$ cat config.mk
export PLATFORM = sky130hd
export DESIGN_NAME = bitfield_unit
export DESIGN_NICKNAME = d
export VERILOG_FILES = /design/src/rtl/bfu_pkg.sv /design/src/rtl/bfu_range_check.sv /design/src/rtl/bfu_mask_gen.sv /design/src/rtl/bfu_field_core.sv /design/src/rtl/bitfield_unit.sv
export SDC_FILE = /design/constraint.sdc
export NUM_CORES = 1
export LEC_CHECK = 0
export BUFFER_PORTS_ARGS = -buffer_cell sky130_fd_sc_hd__clkbuf_2
export CAP_MARGIN = 20
export CORE_MARGIN = 2
export CORE_UTILIZATION = 55
export CTS_BUF_LIST = sky130_fd_sc_hd__clkbuf_4
export CTS_CLUSTER_DIAMETER = 80
export DETAILED_ROUTE_END_ITERATION = 10
export PLACE_DENSITY = 0.77
export RECOVER_POWER = 25
export SETUP_SLACK_MARGIN = 0.2
export SLEW_MARGIN = 20
export SYNTH_ARGS = -nofsm -noshare
export SYNTH_HDL_FRONTEND = slang
export SYNTH_SLANG_ARGS = --single-unit
$ cat constraint.sdc
create_clock -name clk -period 2.3 [get_ports clk]
set_input_delay 0.46 -clock clk [delete_from_list [all_inputs] [get_ports clk]]
set_output_delay 0.46 -clock clk [all_outputs]
set_load 0.01 [all_outputs]
$ cat src/rtl/bfu_pkg.sv
package bfu_pkg;
    typedef enum logic [1:0] {
        BF_INSERT = 2'd0,
        BF_CLEAR  = 2'd1,
        BF_UEXT   = 2'd2,
        BF_SEXT   = 2'd3
    } bf_op_e;
endpackage

$ cat src/rtl/bfu_range_check.sv
module bfu_range_check #(
    parameter int DATA_W = 32,
    parameter int POS_W  = $clog2(DATA_W),
    parameter int WID_W  = POS_W + 1
) (
    input  logic [POS_W-1:0] lsb_i,
    input  logic [WID_W-1:0] width_i,
    output logic             illegal_o
);
    localparam int SUM_W = WID_W + 1;
    localparam logic [SUM_W-1:0] LIMIT = SUM_W'(DATA_W);

    logic [SUM_W-1:0] end_pos;

    always_comb begin
        end_pos   = SUM_W'(lsb_i) + SUM_W'(width_i);
        illegal_o = (width_i == '0) || (end_pos > LIMIT);
    end
endmodule

$ cat src/rtl/bfu_mask_gen.sv
module bfu_mask_gen #(
    parameter int DATA_W = 32,
    parameter int POS_W  = $clog2(DATA_W),
    parameter int WID_W  = POS_W + 1
) (
    input  logic [POS_W-1:0]  lsb_i,
    input  logic [WID_W-1:0]  width_i,
    output logic [DATA_W-1:0] low_mask_o,
    output logic [DATA_W-1:0] field_mask_o,
    output logic [DATA_W-1:0] top_bit_o
);
    localparam int SUM_W = WID_W + 1;

    logic [SUM_W-1:0] lo_pos;
    logic [SUM_W-1:0] hi_pos;

    always_comb begin
        lo_pos = SUM_W'(lsb_i);
        hi_pos = SUM_W'(lsb_i) + SUM_W'(width_i);
    end

    for (genvar i = 0; i < DATA_W; i++) begin : g_bit
        localparam logic [SUM_W-1:0] IDX = SUM_W'(i);
        always_comb begin
            low_mask_o[i]   = IDX < SUM_W'(width_i);
            field_mask_o[i] = (IDX >= lo_pos) && (IDX < hi_pos);
        end
    end

    always_comb begin
        top_bit_o = low_mask_o & ~(low_mask_o >> 1);
    end

    always_comb begin
        if (width_i <= WID_W'(DATA_W)) begin
            AST_MASK_SIZE: assert ($countones(low_mask_o) == int'(width_i));
        end
    end
endmodule

$ cat src/rtl/bfu_field_core.sv
module bfu_field_core
    import bfu_pkg::*;
#(
    parameter int DATA_W = 32,
    parameter int POS_W  = $clog2(DATA_W)
) (
    input  bf_op_e            op_i,
    input  logic [DATA_W-1:0] dst_i,
    input  logic [DATA_W-1:0] src_i,
    input  logic [POS_W-1:0]  lsb_i,
    input  logic [DATA_W-1:0] low_mask_i,
    input  logic [DATA_W-1:0] field_mask_i,
    input  logic [DATA_W-1:0] top_bit_i,
    output logic [DATA_W-1:0] result_o
);
    logic [DATA_W-1:0] placed;
    logic [DATA_W-1:0] aligned;
    logic [DATA_W-1:0] unsigned_val;
    logic [DATA_W-1:0] fill;
    logic              sign_bit;

    always_comb begin
        placed       = src_i << lsb_i;
        aligned      = src_i >> lsb_i;
        unsigned_val = aligned & low_mask_i;
        sign_bit     = |(aligned & top_bit_i);
        fill         = sign_bit ? ~low_mask_i : '0;
        unique case (op_i)
            BF_INSERT: result_o = (dst_i & ~field_mask_i) | (placed & field_mask_i);
            BF_CLEAR:  result_o = dst_i & ~field_mask_i;
            BF_UEXT:   result_o = unsigned_val;
            BF_SEXT:   result_o = unsigned_val | fill;
            default:   result_o = '0;
        endcase
    end
endmodule

$ cat src/rtl/bitfield_unit.sv
module bitfield_unit
    import bfu_pkg::*;
#(
    parameter int DATA_W = 32,
    parameter int POS_W  = $clog2(DATA_W),
    parameter int WID_W  = POS_W + 1
) (
    input  logic              clk,
    input  logic              rst_n,
    input  logic              start,
    input  logic [1:0]        op_i,
    input  logic [DATA_W-1:0] dst_i,
    input  logic [DATA_W-1:0] src_i,
    input  logic [POS_W-1:0]  lsb_i,
    input  logic [WID_W-1:0]  width_i,
    output logic              done_o,
    output logic              err_o,
    output logic [DATA_W-1:0] result_o
);
    typedef struct packed {
        logic              done;
        logic              err;
        logic [DATA_W-1:0] result;
    } out_state_t;

    bf_op_e            op_sel;
    logic              illegal;
    logic [DATA_W-1:0] low_mask;
    logic [DATA_W-1:0] field_mask;
    logic [DATA_W-1:0] top_bit;
    logic [DATA_W-1:0] raw_result;
    out_state_t        st_d;
    out_state_t        st_q;

    assign op_sel = bf_op_e'(op_i);

    bfu_range_check #(.DATA_W(DATA_W), .POS_W(POS_W), .WID_W(WID_W)) u_range (
        .lsb_i     (lsb_i),
        .width_i   (width_i),
        .illegal_o (illegal)
    );

    bfu_mask_gen #(.DATA_W(DATA_W), .POS_W(POS_W), .WID_W(WID_W)) u_mask (
        .lsb_i        (lsb_i),
        .width_i      (width_i),
        .low_mask_o   (low_mask),
        .field_mask_o (field_mask),
        .top_bit_o    (top_bit)
    );

    bfu_field_core #(.DATA_W(DATA_W), .POS_W(POS_W)) u_core (
        .op_i         (op_sel),
        .dst_i        (dst_i),
        .src_i        (src_i),
        .lsb_i        (lsb_i),
        .low_mask_i   (low_mask),
        .field_mask_i (field_mask),
        .top_bit_i    (top_bit),
        .result_o     (raw_result)
    );

    always_comb begin
        st_d      = st_q;
        st_d.done = start;
        st_d.err  = start && illegal;
        if (start) begin
            st_d.result = illegal ? '0 : raw_result;
        end
    end

    always_ff @(posedge clk or negedge rst_n) begin
        if (!rst_n) begin
            st_q <= '0;
        end else begin
            st_q <= st_d;
        end
    end

    assign done_o   = st_q.done;
    assign err_o    = st_q.err;
    assign result_o = st_q.result;

    AST_DONE_AFTER_START: assert property (@(posedge clk) disable iff (!rst_n)
        start |=> done_o);
    AST_ERR_WITH_DONE: assert property (@(posedge clk) disable iff (!rst_n)
        err_o |-> done_o);
    AST_ERR_ZERO_RESULT: assert property (@(posedge clk) disable iff (!rst_n)
        err_o |-> (result_o == '0));
    AST_IDLE_HOLD: assert property (@(posedge clk) disable iff (!rst_n)
        !start |=> ($stable(result_o) && !done_o));
    AST_INSERT_KEEPS: assert property (@(posedge clk) disable iff (!rst_n)
        (start && !illegal && op_sel == BF_INSERT) |=>
            (((result_o ^ $past(dst_i)) & ~$past(field_mask)) == '0));
    AST_CLEAR_ZEROES: assert property (@(posedge clk) disable iff (!rst_n)
        (start && !illegal && op_sel == BF_CLEAR) |=>
            ((result_o & $past(field_mask)) == '0));
    AST_UEXT_FILL: assert property (@(posedge clk) disable iff (!rst_n)
        (start && !illegal && op_sel == BF_UEXT) |=>
            ((result_o & ~$past(low_mask)) == '0));
endmodule

==> results by group, run 1 <==
Outcome
  • Status: stopped before the end
  • Failing step: global routing (5_1_grt)
  • Error: [ERROR GRT-0116] Global routing finished with congestion. Check the congestion regions in the DRC Viewer.

Clocking
  • Clock Root Buffer: clkbuf_4
  • Inserted Clock Buffers: 5
  • CTS sink count: 34
  • Deepest clock path buffer count: 2
  • H-tree levels: 2
  • Hold_buf cts: 0

Synth
  • Synthesis-stage register bit count: 34
  • Post-synth ARST share: 100%
  • Leading area contributor after synthesis: mux4_2
  • Syn Std Cell Area: between 7000 and 8000 µm²
  • Syn avg cell area: around 7.6 µm²
  • YS warnings: 0
  • Yosys top cell area share: 12.6%
  • Commonest register cell after synthesis: dfrtp_1
  • Cells after Synth: 1,036
  • Post-synthesis sequential area ratio: 10.9%
  • Library cells used by synthesis: 80
  • Syn_nets: 1,122
  • Area contributors post-synth: mux4_2 (13%), dfrtp_1 (11%), mux2i_1 (9.1%), mux2_2 (5.5%), nor2_1 (5.1%)
  • EDFF count, synth: 0

Placed design
  • Dpl hpwl: between 30,000 and 40,000 µm
  • Dpl cell area: 11,300 µm²
  • Routability cong.: 1.33
  • PortBufs: 113

Global route
  • All-Layer GR Usage: 86.4%
  • Largest net degree at the start of global routing: 38
  • Overflow after GRT: approximately 230
  • Vias in the first global route: 15.9k
  • First-pass GRT wire length: 98,200 µm

Floorplan
  • Rows: 43
  • Die W: 123 µm
  • Die Ht: 123 µm
  • Initial Util: 56.4%
  • Ports: 114
[synthesized netlist by cell type, drive strengths merged, types with 18 or more instances]
master,number
a21oi,76
a31oi,27
buf,28
clkbuf,74
dfrtp,34
mux2,40
mux2i,71
mux4,44
nand2,97
nand3,18
nor2,107
nor3,26
o21ai,67
o22ai,28
o2bb2ai,28
[kinds of logic after synthesis]
| logic type | synth area share [%] |
|---|---|
| buffers and inverters | 6.36 |
| xor gates and xnor gates | 0.671 |
| DFF | 10.9 |
| and+or+nand+nor | 21.3 |
| AOI/OAI and AO/OA | 32.3 |
| muxes | 27.5 |
| adders and majority gates | 1.05 |
[repair_timing]
| action | in CTS |
|---|---|
| cloned | 5 |
| pin swaps | 28 |
| resized for setup | 159 |
| setup endpoints to repair | 33 |
| buffers inserted | 16 |
[per-layer routing]
layer  GRT usage, %  GRT overflow
met3           77.4            10
met4           89.3            98
met5           62.5             6
met1           83.9            14
met2           96.9           105
[metrics by stage]
stage                     instances  utilization, %  setup WS (ps)
after detailed placement       1614            81.5          -1430
after floorplan                1036               -           -871
after global placement         1614            81.5          -1210
after CTS                      1643            89.1           -610
==> run 2: changes to the inputs <==
- CORE_UTILIZATION: 55 -> 40
- CTS_BUF_LIST: sky130_fd_sc_hd__clkbuf_4 -> not set
- CTS_CLUSTER_DIAMETER: 80 -> not set
- PLACE_DENSITY: 0.77 -> not set
- PLACE_DENSITY_LB_ADDON: not set -> 0.15
- SETUP_SLACK_MARGIN: 0.2 -> not set
==> run 2 against run 1 <==
  * The flow now finishes, with violations (max-capacitance violations, max-slew violations, negative setup slack)
  * Area after synthesis is the same
  * Synthesized cell count is the same
==> results by group, run 2 <==
Outcome
  • Status: complete, but fails checks
  • Failing checks: max-capacitance violations, max-slew violations, negative setup slack

Layout
  • Non-Filler Instances: 1,783
  • Max reg flops: 32
  • Commonest non-fill, non-tap cell in the layout: buf_4
  • Final net count: ~1.6k
  • Layout area overhead: 72.0%
  • N_diodes: 0
  • Fin util: 69.7%
  • Share of cells above drive strength 1: between 50% and 60%
  • Commonest cells after routing, fill and taps aside: buf_4 (427), clkbuf_2 (109), nor2_1 (101)

Synth
  • Top-count cell post-synth: nor2_1
  • Simple-gate share of the synthesized area: 21.3%
  • Syn_nets: approximately 1.1k
  • EDFF count, synth: 0
  • Leading area contributor after synthesis: mux4_2
  • Multiplexer share of the synthesized area: a little over a quarter
  • Library cells used by synthesis: 80
  • Post-synthesis sequential area ratio: 10.9%
  • Yosys top cell area share: 12.6%
  • Cells after Synth: 1,036
  • Syn Std Cell Area: between 7000 and 8000 µm²
  • Commonest cells in the netlist: nor2_1 (106), nand2_1 (97), a21oi_1 (76), clkbuf_1 (74), mux2i_1 (71)
  • YS warnings: 0
  • Post-synthesis compound-gate area fraction: 32.3%
  • Main combinational cell family by area after synthesis: compound AO/OA/AOI/OAI gates
  • Post-synth ARST share: 100%
  • Commonest register cell after synthesis: dfrtp_1
  • Syn avg cell area: 7.56 µm²
  • Post-Synth Adder-Cell Area: between 1 and 1.5%
  • Post-synthesis xor/xnor area fraction: 0.671%
  • Area contributors post-synth: mux4_2 (13%), dfrtp_1 (11%), mux2i_1 (9.1%), mux2_2 (5.5%), nor2_1 (5.1%)
  • Synthesis-stage register bit count: 34

Clocking
  • Clk_lat worst skew: 290 ps
  • Clock Root Buffer: clkbuf_16
  • H-tree levels: 2
  • Clk slew on worst S/H paths: 60 ps
  • Inserted Clock Buffers: 5
  • CTS sink count: 34
  • Deepest clock path buffer count: 2
  • CTS tree: built

Routing
  • Post-DRT Antenna Nets: 0
  • Vias post-DR: 11.7k
  • Via-to-Cell Ratio: 6.59
  • WL final: 49,100 µm
  • Residual DRC count: 0
  • 1st-iter DRT viols: 1,475
  • Routed WL per cell: roughly 28 µm
  • Drt pass-1 iters: 8

Pwr
  • Worst vdd ir: approximately 260 µV
  • Power Density: 392 nW/µm²
  • Tot Pwr: 5.29 mW
  • Pleak: 5.90 nW

Worst setup path
  • Worst path arrival time: 3320 ps
  • Setup CP Type: input port to register
  • Worst Path Max Fanout: 8
  • Required time of the critical path: 2520 ps
  • Startpoint types: input port
  • CP endpoint kind: register

Timing
  • Relative slew slack: -28.1%
  • Final period util: 135%
  • Worst-Margin Slew: approximately 1900 ps
  • Slew Limit Fails: 35
  • Final Critical Period: 3100 ps
  • Final hold vios: 0
  • RSZ-0062 raised after global routing: true
  • Clock Skews: 0 ps
  • WHS: 383 ps
  • Max Fclk: 323 MHz
  • Setup TNS: -22,730 ps
  • Finish-stage setup viols: 33
  • Final Worst Setup Slack: -797 ps

Floorplan
  • Die W: 144 µm
  • Initial Util: about two fifths
  • Die Ht: 144 µm
  • Rows: 51
  • Die area: 20,700 µm²
  • Area of the core: 19,300 µm²
  • Ports: around 110

Placed design
  • Routability cong.: 1.14
  • Dpl hpwl: 38,300 µm
  • Inst Count DP: about 1.7k
  • PortBufs: roughly 110

Global route
  • Initial antenna violation count: 0
  • First-pass GRT wire length: just over 70,000 µm
  • Overflow after GRT: 0
  • Vias in the first global route: ~11k
  • All-Layer GR Usage: 46.7%
  • Largest net degree at the start of global routing: 35

Run
  • Max-Cap Viols: 1

Min path
  • HP Class: input port to register
-- run 2: cell counts after synthesis --
Identical to the previous run, type by type.
-- run 2: cell families after synthesis --
group                    after synthesis
AO/OA/AOI/OAI                        371
XOR/XNOR                               6
adder cells (fa/ha/maj)                6
buffers and inverters                118
flip-flops                            34
multiplexers                         155
AND/OR/NAND/NOR                      346
-- run 2: where the power goes --
part           leakage, nW  switching [mW]  total [mW]  internal, mW
registers            0.454          0.0479       0.708         0.660
clock network       0.0940           0.293       0.916         0.623
logic                 5.35            1.97        3.67          1.70
total                 5.90            2.31        5.29          2.98
-- run 2: worst max-delay path, cell delays in order --
cell and delay, ps:
buf_16 130, buf_12 160, buf_12 140, buf_4 130, mux2i_1 160, mux4_2 500, mux2i_1 270, nor4bb_2 380
nor4_2 90, and4_4 210, nand3_4 120, buf_6 150, buf_12 150, a31oi_4 90, o2bb2ai_2 150
-- run 2: final timing paths --
kind | slack (ps) | endpoint | depth (start not counted) | startpoint
setup / recovery | -800 | result_o[22]$_DFFE_PN0P_ | 15 | lsb_i[0]
min in group asynchronous | 700 | result_o[15]$_DFFE_PN0P_ | 1 | rst_n
max in group asynchronous | 500 | result_o[1]$_DFFE_PN0P_ | 1 | rst_n
hold reg to reg | 490 | result_o[1]$_DFFE_PN0P_ | 1 | result_o[1]$_DFFE_PN0P_
hold / removal | 380 | done_o$_DFF_PN0_ | 1 | start
setup reg to reg | 1490 | result_o[6]$_DFFE_PN0P_ | 2 | result_o[6]$_DFFE_PN0P_
-- run 2: final cells by class --
class | count | area, µm²
repair buffers | 576 | 4410
fillers | 1621 | 5860
inverters | 16 | 60.1
multi-input cells | 884 | 7630
clock inverters | 3 | 68.8
well taps | 265 | 332
flip-flops and latches | 34 | 851
clock buffers | 5 | 125
-- run 2: metal layers --
metal | vias to the layer above | routed length [µm] | part of all wire, % | global-route usage (%)
met5 | - | 0 | 0 | 0
met4 | 0 | 3110 | 6.3 | 24.0
met3 | 200 | 5750 | 12 | 10.9
met2 | 924 | 21600 | 44 | 72.9
met1 | 5597 | 18600 | 38 | 60.2
li1 | 5028 | - | - | -
-- run 2: stage by stage --
step | setup slack, ps | instance area [µm²]
after global routing | -886 | 13500
after CTS | -670 | 13100
after floorplan | -871 | 7920
after global placement | -1360 | 11700
final | -797 | 13500
after detailed placement | -1470 | 11700
-- run 2: repair_timing --
item                       in CTS  in global routing
hold buffers                    0                  0
pin swaps                      62                 28
hold endpoints to repair        0                  0
gates resized for setup       171                 63
cloned                          2                  0
buffers inserted               30                  8
setup endpoints to repair      33                 33
No activity file was read; power rests on OpenSTA's default activity.
